===== config.mk =====
export PLATFORM = sky130hd
export DESIGN_NAME = clkdiv_mgr
export DESIGN_NICKNAME = d
export VERILOG_FILES = /design/src/rtl/clkdiv_mgr_pkg.sv /design/src/rtl/cdm_regs.sv /design/src/rtl/cdm_fsm.sv /design/src/rtl/clkdiv_mgr.sv
export SDC_FILE = /design/constraint.sdc
export NUM_CORES = 1
export LEC_CHECK = 0
export BUFFER_PORTS_ARGS = -buffer_cell sky130_fd_sc_hd__buf_4
export CAP_MARGIN = 10
export CORE_AREA = 2 2 73 75
export DETAILED_ROUTE_END_ITERATION = 7
export DIE_AREA = 0 0 75 77
export PLACE_DENSITY = 0.72
export SLEW_MARGIN = 5
export SYNTH_ARGS = -nofsm -noshare
export SYNTH_HDL_FRONTEND = slang
export SYNTH_SLANG_ARGS = --single-unit

===== constraint.sdc =====
create_clock -name clk -period 3.6 [get_ports clk]
set_input_delay 0.72 -clock clk [delete_from_list [all_inputs] [get_ports clk]]
set_output_delay 0.72 -clock clk [all_outputs]
set_load 0.01 [all_outputs]

===== src/rtl/clkdiv_mgr_pkg.sv =====
package clkdiv_mgr_pkg;

    typedef enum logic [1:0] {
        ST_IDLE  = 2'd0,
        ST_START = 2'd1,
        ST_RUN   = 2'd2,
        ST_DRAIN = 2'd3
    } cdm_state_e;

endpackage


===== src/rtl/cdm_regs.sv =====
module cdm_regs #(
    parameter int          REG_W    = 32,
    parameter int          ADDR_W   = 3,
    parameter int          DIV_W    = 12,
    parameter int          SRC_W    = 4,
    parameter logic [7:0]  PASSWORD = 8'h5A
) (
    input  logic              clk,
    input  logic              rst_n,
    input  logic              reg_wr,
    input  logic [ADDR_W-1:0] reg_addr,
    input  logic [REG_W-1:0]  reg_wdata,
    input  logic              busy,
    output logic [SRC_W-1:0]  src_q,
    output logic              en_q,
    output logic [DIV_W-1:0]  div_q,
    output logic [REG_W-1:0]  reg_rdata
);
    localparam int KEY_MSB  = REG_W - 1;
    localparam int EN_BIT   = SRC_W;
    localparam int BUSY_BIT = EN_BIT + 3;
    localparam int DIV_LSB  = 12;
    localparam logic [ADDR_W-1:0] CTRL_OFF = ADDR_W'(0);
    localparam logic [ADDR_W-1:0] DIV_OFF  = ADDR_W'(4);

    logic key_ok;
    logic wr_ctrl;
    logic wr_div;
    logic wdata_unused;

    assign key_ok       = (reg_wdata[KEY_MSB -: 8] == PASSWORD);
    assign wr_ctrl      = reg_wr && key_ok && (reg_addr == CTRL_OFF);
    assign wr_div       = reg_wr && key_ok && (reg_addr == DIV_OFF);
    assign wdata_unused = ^reg_wdata;

    always_ff @(posedge clk) begin
        if (!rst_n) begin
            src_q <= '0;
            en_q  <= 1'b0;
            div_q <= '0;
        end else begin
            if (wr_ctrl) begin
                en_q <= reg_wdata[EN_BIT];
                if (!busy) begin
                    src_q <= reg_wdata[SRC_W-1:0];
                end
            end
            if (wr_div && !busy) begin
                div_q <= reg_wdata[DIV_LSB +: DIV_W];
            end
        end
    end

    always_comb begin
        reg_rdata = '0;
        if (reg_addr == CTRL_OFF) begin
            reg_rdata[SRC_W-1:0] = src_q;
            reg_rdata[EN_BIT]    = en_q;
            reg_rdata[BUSY_BIT]  = busy;
        end else if (reg_addr == DIV_OFF) begin
            reg_rdata[DIV_LSB +: DIV_W] = div_q;
        end
    end

    AST_BAD_KEY_IGNORED: assert property (@(posedge clk) disable iff (!rst_n)
        (reg_wr && !key_ok) |=> ($stable(src_q) && $stable(en_q) && $stable(div_q)));
    AST_DIV_LOCKED: assert property (@(posedge clk) disable iff (!rst_n)
        busy |=> $stable(div_q));
    AST_SRC_LOCKED: assert property (@(posedge clk) disable iff (!rst_n)
        busy |=> $stable(src_q));

endmodule


===== src/rtl/cdm_fsm.sv =====
module cdm_fsm
    import clkdiv_mgr_pkg::*;
#(
    parameter int DIV_W    = 12,
    parameter int SRC_W    = 4,
    parameter int SRC_FAST = 6,
    parameter int DIV_MIN  = 4
) (
    input  logic             clk,
    input  logic             rst_n,
    input  logic             en,
    input  logic [SRC_W-1:0] src,
    input  logic [DIV_W-1:0] div_raw,
    output logic             busy,
    output logic             div_clk,
    output logic             div_tick
);
    localparam logic [DIV_W-1:0] MIN_DIV = DIV_W'(DIV_MIN);
    localparam logic [SRC_W-1:0] FAST    = SRC_W'(SRC_FAST);

    cdm_state_e       state, nxt;
    logic [DIV_W-1:0] cnt, cnt_nxt;
    logic [DIV_W-1:0] div_eff;
    logic [DIV_W-1:0] half;
    logic             last;
    logic             go;

    assign div_eff = (div_raw < MIN_DIV) ? MIN_DIV : div_raw;
    assign half    = div_eff >> 1;
    assign last    = (cnt >= div_eff - DIV_W'(1));
    assign go      = en && (src == FAST);

    always_comb begin
        nxt = state;
        unique case (state)
            ST_IDLE:  if (go) nxt = ST_START;
            ST_START: begin
                if (!go)       nxt = ST_IDLE;
                else if (last) nxt = ST_RUN;
            end
            ST_RUN:   if (!en) nxt = last ? ST_IDLE : ST_DRAIN;
            ST_DRAIN: if (last) nxt = ST_IDLE;
        endcase
    end

    always_comb begin
        if (state == ST_IDLE || last || nxt == ST_IDLE) cnt_nxt = '0;
        else                                            cnt_nxt = cnt + DIV_W'(1);
    end

    always_ff @(posedge clk) begin
        if (!rst_n) begin
            state <= ST_IDLE;
            cnt   <= '0;
        end else begin
            state <= nxt;
            cnt   <= cnt_nxt;
        end
    end

    always_comb begin
        busy     = (state == ST_RUN) || (state == ST_DRAIN);
        div_clk  = busy && (cnt < half);
        div_tick = busy && last;
    end

    AST_BUSY_AFTER_FIRST_EDGE: assert property (@(posedge clk) disable iff (!rst_n)
        $rose(busy) |-> ($past(state) == ST_START && cnt == '0));
    AST_STOP_AT_PERIOD_END: assert property (@(posedge clk) disable iff (!rst_n)
        $fell(busy) |-> $past(last));
    AST_GROUND_NEVER_RUNS: assert property (@(posedge clk) disable iff (!rst_n)
        ((src != FAST) && !busy) |=> !busy);
    AST_TICK_ONE_PER_PERIOD: assert property (@(posedge clk) disable iff (!rst_n)
        div_tick |=> !div_tick);

endmodule


===== src/rtl/clkdiv_mgr.sv =====
module clkdiv_mgr #(
    parameter int          REG_W    = 32,
    parameter int          ADDR_W   = 3,
    parameter int          DIV_W    = 12,
    parameter int          SRC_W    = 4,
    parameter int          SRC_FAST = 6,
    parameter int          DIV_MIN  = 4,
    parameter logic [7:0]  PASSWORD = 8'h5A
) (
    input  logic              clk,
    input  logic              rst_n,
    input  logic              reg_wr,
    input  logic [ADDR_W-1:0] reg_addr,
    input  logic [REG_W-1:0]  reg_wdata,
    output logic [REG_W-1:0]  reg_rdata,
    output logic              div_clk,
    output logic              div_tick
);
    logic             busy;
    logic             en_q;
    logic [SRC_W-1:0] src_q;
    logic [DIV_W-1:0] div_q;

    cdm_regs #(
        .REG_W(REG_W), .ADDR_W(ADDR_W), .DIV_W(DIV_W),
        .SRC_W(SRC_W), .PASSWORD(PASSWORD)
    ) u_regs (
        .clk(clk), .rst_n(rst_n), .reg_wr(reg_wr), .reg_addr(reg_addr),
        .reg_wdata(reg_wdata), .busy(busy), .src_q(src_q), .en_q(en_q),
        .div_q(div_q), .reg_rdata(reg_rdata)
    );

    cdm_fsm #(
        .DIV_W(DIV_W), .SRC_W(SRC_W), .SRC_FAST(SRC_FAST), .DIV_MIN(DIV_MIN)
    ) u_fsm (
        .clk(clk), .rst_n(rst_n), .en(en_q), .src(src_q), .div_raw(div_q),
        .busy(busy), .div_clk(div_clk), .div_tick(div_tick)
    );

    AST_RESET_QUIET: assert property (@(posedge clk)
        !rst_n |=> (!div_clk && !div_tick && !busy));

endmodule


# Word-level counts from Yosys, hierarchy flattened
# Cells that the tools add are included.
[word_totals] reg_bits=31 input_bits=38 output_inout_bits=34 elab_cells=46
[classes] addsub=2 magnitude_cmp=3 eq_ne=6 muxes=12 n_bitwise=2 n_reduce_logical=16
[ops] op="12-bit 2-to-1 mux" n=3
[ops] op="12-bit by 1-bit adder with 12-bit output (second input constant)" n=1
[ops] op="12-bit >= comparator" n=1
[ops] op="12-bit by 11-bit < comparator with 1-bit output" n=1
[ops] op="12-bit by 3-bit < comparator with 1-bit output (second input constant)" n=1
[ops] op="2-bit 2-to-1 mux" n=6
[ops] op="12-bit by 1-bit subtractor with 12-bit output (second input constant)" n=1
[ops] op="8-bit by 7-bit == test with 1-bit output (second input constant)" n=1
[ops] op="2-bit one-hot mux with 4 select lines" n=1
[ops] op="1-bit logical AND" n=7
[ops] op="5-bit 2-to-1 mux" n=1
[ops] op="2-bit == test (second input constant)" n=2
[ops] op="4-bit by 3-bit == test with 1-bit output (second input constant)" n=1
[ops] op="2-bit logical NOT" n=2
[ops] op="3-bit == test (second input constant)" n=1
[ops] op="3-bit logical NOT" n=1
[ops] op="1-bit logical OR" n=3
[ops] op="2-bit by 1-bit == test with 1-bit output (second input constant)" n=1
[ops] op="1-bit inverter" n=2
[ops] op="2-bit AND reduction" n=1
[ops] op="2-bit OR reduction" n=1
[ops] op="1-bit logical NOT" n=1
[ops] op="1-bit 2-to-1 mux" n=1

# Longest topological paths before layout
[logic_depth] ltp_word=10 mapped_depth=16 ltp_nobuf=15

# Cells and area by module
# From an unflattened synthesis, not the netlist that was laid out.
[hier_totals] hier_cells=287 hier_area_um2=2367.3
[modules_own_cells] module="cdm_fsm" n_inst=1 cells_each=169 area_per_inst_um2=1363.8
[modules_own_cells] module="cdm_regs" n_inst=1 cells_each=118 area_per_inst_um2=1003.5

# Least setup slack after synthesis
# No wires, ideal clock.
[synth_timing] kind="reg-to-output" start="register u_regs.div_q[5]" end="output port div_tick" arrival_ns=3.164 slack_ns=-0.284 path_stages_with_launch=14 path_buffers=0 cell_sequence="dfxtp_1 -> or4_4 -> nor4_4 -> a21bo_1 -> ha_1 -> nand2_1 -> nor3_1 -> mux2i_1 -> ha_1 -> a21oi_1 -> a21boi_0 -> nor3_1 -> o21ai_0 -> and2_1"
[synth_via] elab_chain_len=5
[synth_lines] item="start, declared" line="cdm_regs.sv:16" text="output logic [DIV_W-1:0] div_q,"
[synth_lines] item="start signal, assigned" line="cdm_regs.sv:49" text="div_q <= reg_wdata[DIV_LSB +: DIV_W];"
[synth_lines] item="12-bit by 3-bit < comparator with 1-bit output" line="cdm_fsm.sv:28" text="assign div_eff = (div_raw < MIN_DIV) ? MIN_DIV : div_raw;"
[synth_lines] item="12-bit 2-to-1 mux *" line="cdm_fsm.sv:28"
[synth_lines] item="12-bit by 1-bit subtractor with 12-bit output *" line="cdm_fsm.sv:30" text="assign last = (cnt >= div_eff - DIV_W'(1));"
[synth_lines] item="12-bit >= comparator *" line="cdm_fsm.sv:30"
[synth_lines] item="1-bit logical AND *" line="cdm_fsm.sv:64" text="div_tick = busy && last;"
[synth_lines] item="end, declared" line="clkdiv_mgr.sv:17" text="output logic div_tick"
# Every way passes the cells marked *; elsewhere a longest branch is shown, timed or not.

# Worst setup path after layout
[layout_timing] start="register u_regs.div_q[6]" end="output port div_tick"
# Same word-level chain as after synthesis.

==> results_tabular.tex <==
\begin{tabular}{lr}
\hline
Metric & Value \\
\hline
\multicolumn{2}{l}{\textbf{Clock network}} \\
Reg clk slew, reported paths & 0.06 ns \\
H-tree levels & 2 \\
Worst-Skew Late Latency & 0.28 ns \\
Hold bufs inserted after CTS & 0 \\
CTS buffer count & 5 \\
Maximum buffer depth of the clock tree & 2 \\
Clock tree from TritonCTS & done \\
Clock Sinks & 31 \\
CTS root buffer & clkbuf\_8 \\
\multicolumn{2}{l}{\textbf{Cells and area}} \\
Area Growth Syn to Fin & 35.3\% \\
Post-layout net count & 424 \\
Fin util & 0.607 \\
Inserted Diodes & 0 \\
Fraction of final layout cells sized beyond drive strength 1 & 0.292 \\
Post-route non-filler standard cell count & 433 \\
\multicolumn{2}{l}{\textbf{Timing}} \\
Setup TNS & -0.432 ns \\
Final clock period utilization by the worst path & 1.12 \\
Max-slew violations & 0 \\
RSZ-0062 raised after global routing & true \\
Endpoints failing setup & 1 \\
Setup ws final & -0.432 ns \\
Period minus WS final & 4.03 ns \\
FMAX & 248 MHz \\
Worst-Margin Slew & 0.630 ns \\
Fin Clk Skew & 0.00236 ns \\
Normalized max-slew margin & 0.577 \\
Final count of hold timing violations & 0 \\
WHS & 0.504 ns \\
\multicolumn{2}{l}{\textbf{Status}} \\
Outcome & finished with violations \\
Violations in the final reports & setup timing \\
\multicolumn{2}{l}{\textbf{Route}} \\
Detailed-route wire length & 5140 microns \\
Average wire per cell in the routed design & 11.9 microns \\
DRC violations left & 0 \\
Post-DR vias/cell & 4.82 \\
Number of iterations in the first detailed-routing pass & 4 \\
DRC marker count from the first detailed-route iteration & 71 \\
Via count of the routed design & 2085 \\
Detail Route Antenna Nets & 0 \\
\multicolumn{2}{l}{\textbf{GRT}} \\
Antenna violations before repair & 0 \\
Total track usage & 0.184 \\
Total congestion overflow after global routing & 0 \\
First-pass GRT wire length & 8400 microns \\
Pin count of the biggest net entering global routing & 20 \\
Vias in the first global route & 1928 \\
\multicolumn{2}{l}{\textbf{Synth}} \\
Gate count of the mapped netlist & 286 \\
Top post-synthesis cells by area & dfxtp\_1, ha\_1, nand2\_1 \\
Share of synthesized area occupied by flip-flops and latches & 0.278 \\
Share of the synthesized area in the top cell type & 0.278 \\
Top\_reg\_cell synth & dfxtp\_1 \\
Yosys reg bits & 31 \\
Fraction of registers with async set or reset after synthesis & 0 \\
Yosys cell types & 42 \\
Number of flops mapped to enable cells by yosys & 0 \\
Syn Area/Cell & 7.81 sq um \\
Post-synthesis instance area & 0.00223 sq mm \\
Largest area contributor in the netlist & dfxtp\_1 \\
Syn. warnings & 0 \\
\multicolumn{2}{l}{\textbf{Placed design}} \\
Detailed placer's ending HPWL & 3840 microns \\
Placed Instances & 417 \\
I/O Buffers & 50 \\
Final weighted congestion in routability-driven placement & 0.808 \\
\multicolumn{2}{l}{\textbf{Die}} \\
Number of placed I/O pins & 72 \\
Effective utilization at floorplan & 0.449 \\
Die width & 75 microns \\
Floorplan die area & 0.00578 sq mm \\
Core ar. & 0.00498 sq mm \\
Number of core rows & 26 \\
Die H & 77 microns \\
\multicolumn{2}{l}{\textbf{Worst setup path}} \\
Slowest cell on the critical path & or4\_4 \\
Nature of the critical path endpoint & output pin \\
Type of origin of the critical path & register \\
Endpoint required time on the critical path & 2.88 ns \\
Worst path max stage delay & 0.55 ns \\
Signal arrival time at the worst endpoint & 3.31 ns \\
Worst-case register-to-register setup slack & 0.26 ns \\
Cell-by-cell listing of the critical path & or4\_4 -> nor4\_4 -> a21bo\_1 -> ha\_4 -> nand2\_4 -> nor3\_4 -> mux2i\_1 -> ha\_1 -> a21oi\_2 -> a21boi\_2 -> nor3\_2 -> o21ai\_1 -> and2\_4 -> buf\_6 \\
Startpoint-to-endpoint class of the critical path & register to output pin \\
Highest fanout seen on the critical path & 3 \\
\multicolumn{2}{l}{\textbf{Run}} \\
Maxcap violations & 0 \\
\multicolumn{2}{l}{\textbf{Pwr}} \\
Pwr Density & 227 mW/mm\^{}2 \\
Leak & 1.36 nW \\
Worst vdd rail ir drop & 0.149 mV \\
Power, Total & 0.000685 W \\
\multicolumn{2}{l}{\textbf{Min path}} \\
Class of the most critical hold timing path & register to register \\
\hline
\end{tabular}
cell families (layout without fill, tap and decap cells):
| logic type | count (synthesis) | count (layout) | synth area share |
|---|---|---|---|
| adders and majority gates | 24 | 24 | 0.134 |
| other | 1 | 14 | 0.00168 |
| buffers and inverters | 38 | 102 | 0.0896 |
| DFF | 31 | 31 | 0.278 |
| xor gates and xnor gates | 15 | 15 | 0.0588 |
| and+or+nand+nor | 128 | 128 | 0.287 |
| muxes | 7 | 7 | 0.0314 |
| AOI/OAI and AO/OA | 42 | 42 | 0.119 |
layout by cell type, fill, tap and decap left out, drive strengths merged, types with 4 or more instances in the layout:
cell type	instances
a21oi	21
and2	21
buf	77
clkbuf	8
conb	14
dfxtp	31
ha	24
inv	16
mux2i	7
nand2	42
nand3	6
nand4	5
nor2	28
nor3	9
o21ai	4
xnor2	9
xor2	6
sequential cells by signal (all words and copies together) (netlist names):
register and count:
u_fsm.cnt 12, u_fsm.state 2, u_regs.div_q 12, u_regs.en_q 1, u_regs.src_q 4
metrics by stage:
step                cell area (sq um)  setup slack [ns]
floorplan                        2310            -0.205
global placement                 2780            -0.220
detailed placement               2780            -0.322
global route                     3020            -0.590
finish                           3020            -0.432
CTS                              2980            -0.412
routing by layer:
layer / vias up / wire, microns / share of wire / global-route usage
li1: 1099 / - / - / -
met5: - / 0 / 0 / 0
met1: 921 / 2330 / 0.45 / 0.229
met4: 0 / 85 / 0.017 / 0.0732
met2: 57 / 2500 / 0.49 / 0.301
met3: 8 / 231 / 0.045 / 0.0394
Yosys cell counts, types with 2 or more instances:
master / count
nand2_1: 42
dfxtp_1: 31
nor2_1: 28
ha_1: 24
a21oi_1: 21
and2_1: 20
inv_1: 16
buf_4: 15
nor3_1: 9
xnor2_1: 9
mux2i_1: 7
nand3_1: 6
xor2_1: 6
clkbuf_1: 5
nand4_1: 5
o21ai_0: 4
a21o_1: 3
nand4b_1: 3
a221oi_1: 2
and3_1: 2
nand2b_1: 2
nor3b_1: 2
nor4_1: 2
o2111ai_1: 2
o31ai_1: 2
or3_1: 2
cell type report:
| class | count | area (sq um) |
|---|---|---|
| sequential | 31 | 623 |
| multi-input combinational | 230 | 1560 |
| tap | 70 | 87.6 |
| inverter | 17 | 63.8 |
| fill | 458 | 1960 |
| timing repair buffer | 77 | 589 |
| clock buffer | 8 | 100 |
report_power, final:
| group | total, W | switching, W | internal, W | leakage (nW) |
|---|---|---|---|---|
| Clock | 0.000301 | 0.000127 | 0.000174 | 0.0515 |
| Combinational | 0.0000412 | 0.0000179 | 0.0000233 | 1.06 |
| Sequential | 0.000343 | 0.0000000445 | 0.000343 | 0.251 |
| Total | 0.000685 | 0.000145 | 0.000541 | 1.36 |
worst max-delay path: cells and delay by family (launching register included):
kind                     cells  cell delay (ns)
AO/OA/AOI/OAI                4             0.62
adder cells (fa/ha/maj)      2             0.45
buffers and inverters        1             0.11
flip-flops                   1             0.31
multiplexers                 1             0.21
AND/OR/NAND/NOR              6             1.33
path summary, 6_finish.rpt:
kind | startpoint | to | cells past startpoint
hold reg to reg | u_fsm.state[0] | u_fsm.state[0] | 1
hold / removal | u_fsm.state[0] | u_fsm.state[0] | 1
setup reg to reg | u_regs.div_q[6] | u_fsm.cnt[11] | 16
setup / recovery | u_regs.div_q[6] | div_tick | 14
timing repair:
item | in CTS | in global routing
gates cloned | 0 | 0
endpoints found under the setup margin | 2 | 2
resized for setup | 10 | 7
pin swaps | 16 | 4
setup buffers | 8 | 0
Note: power is estimated with default switching activity, not from simulation.
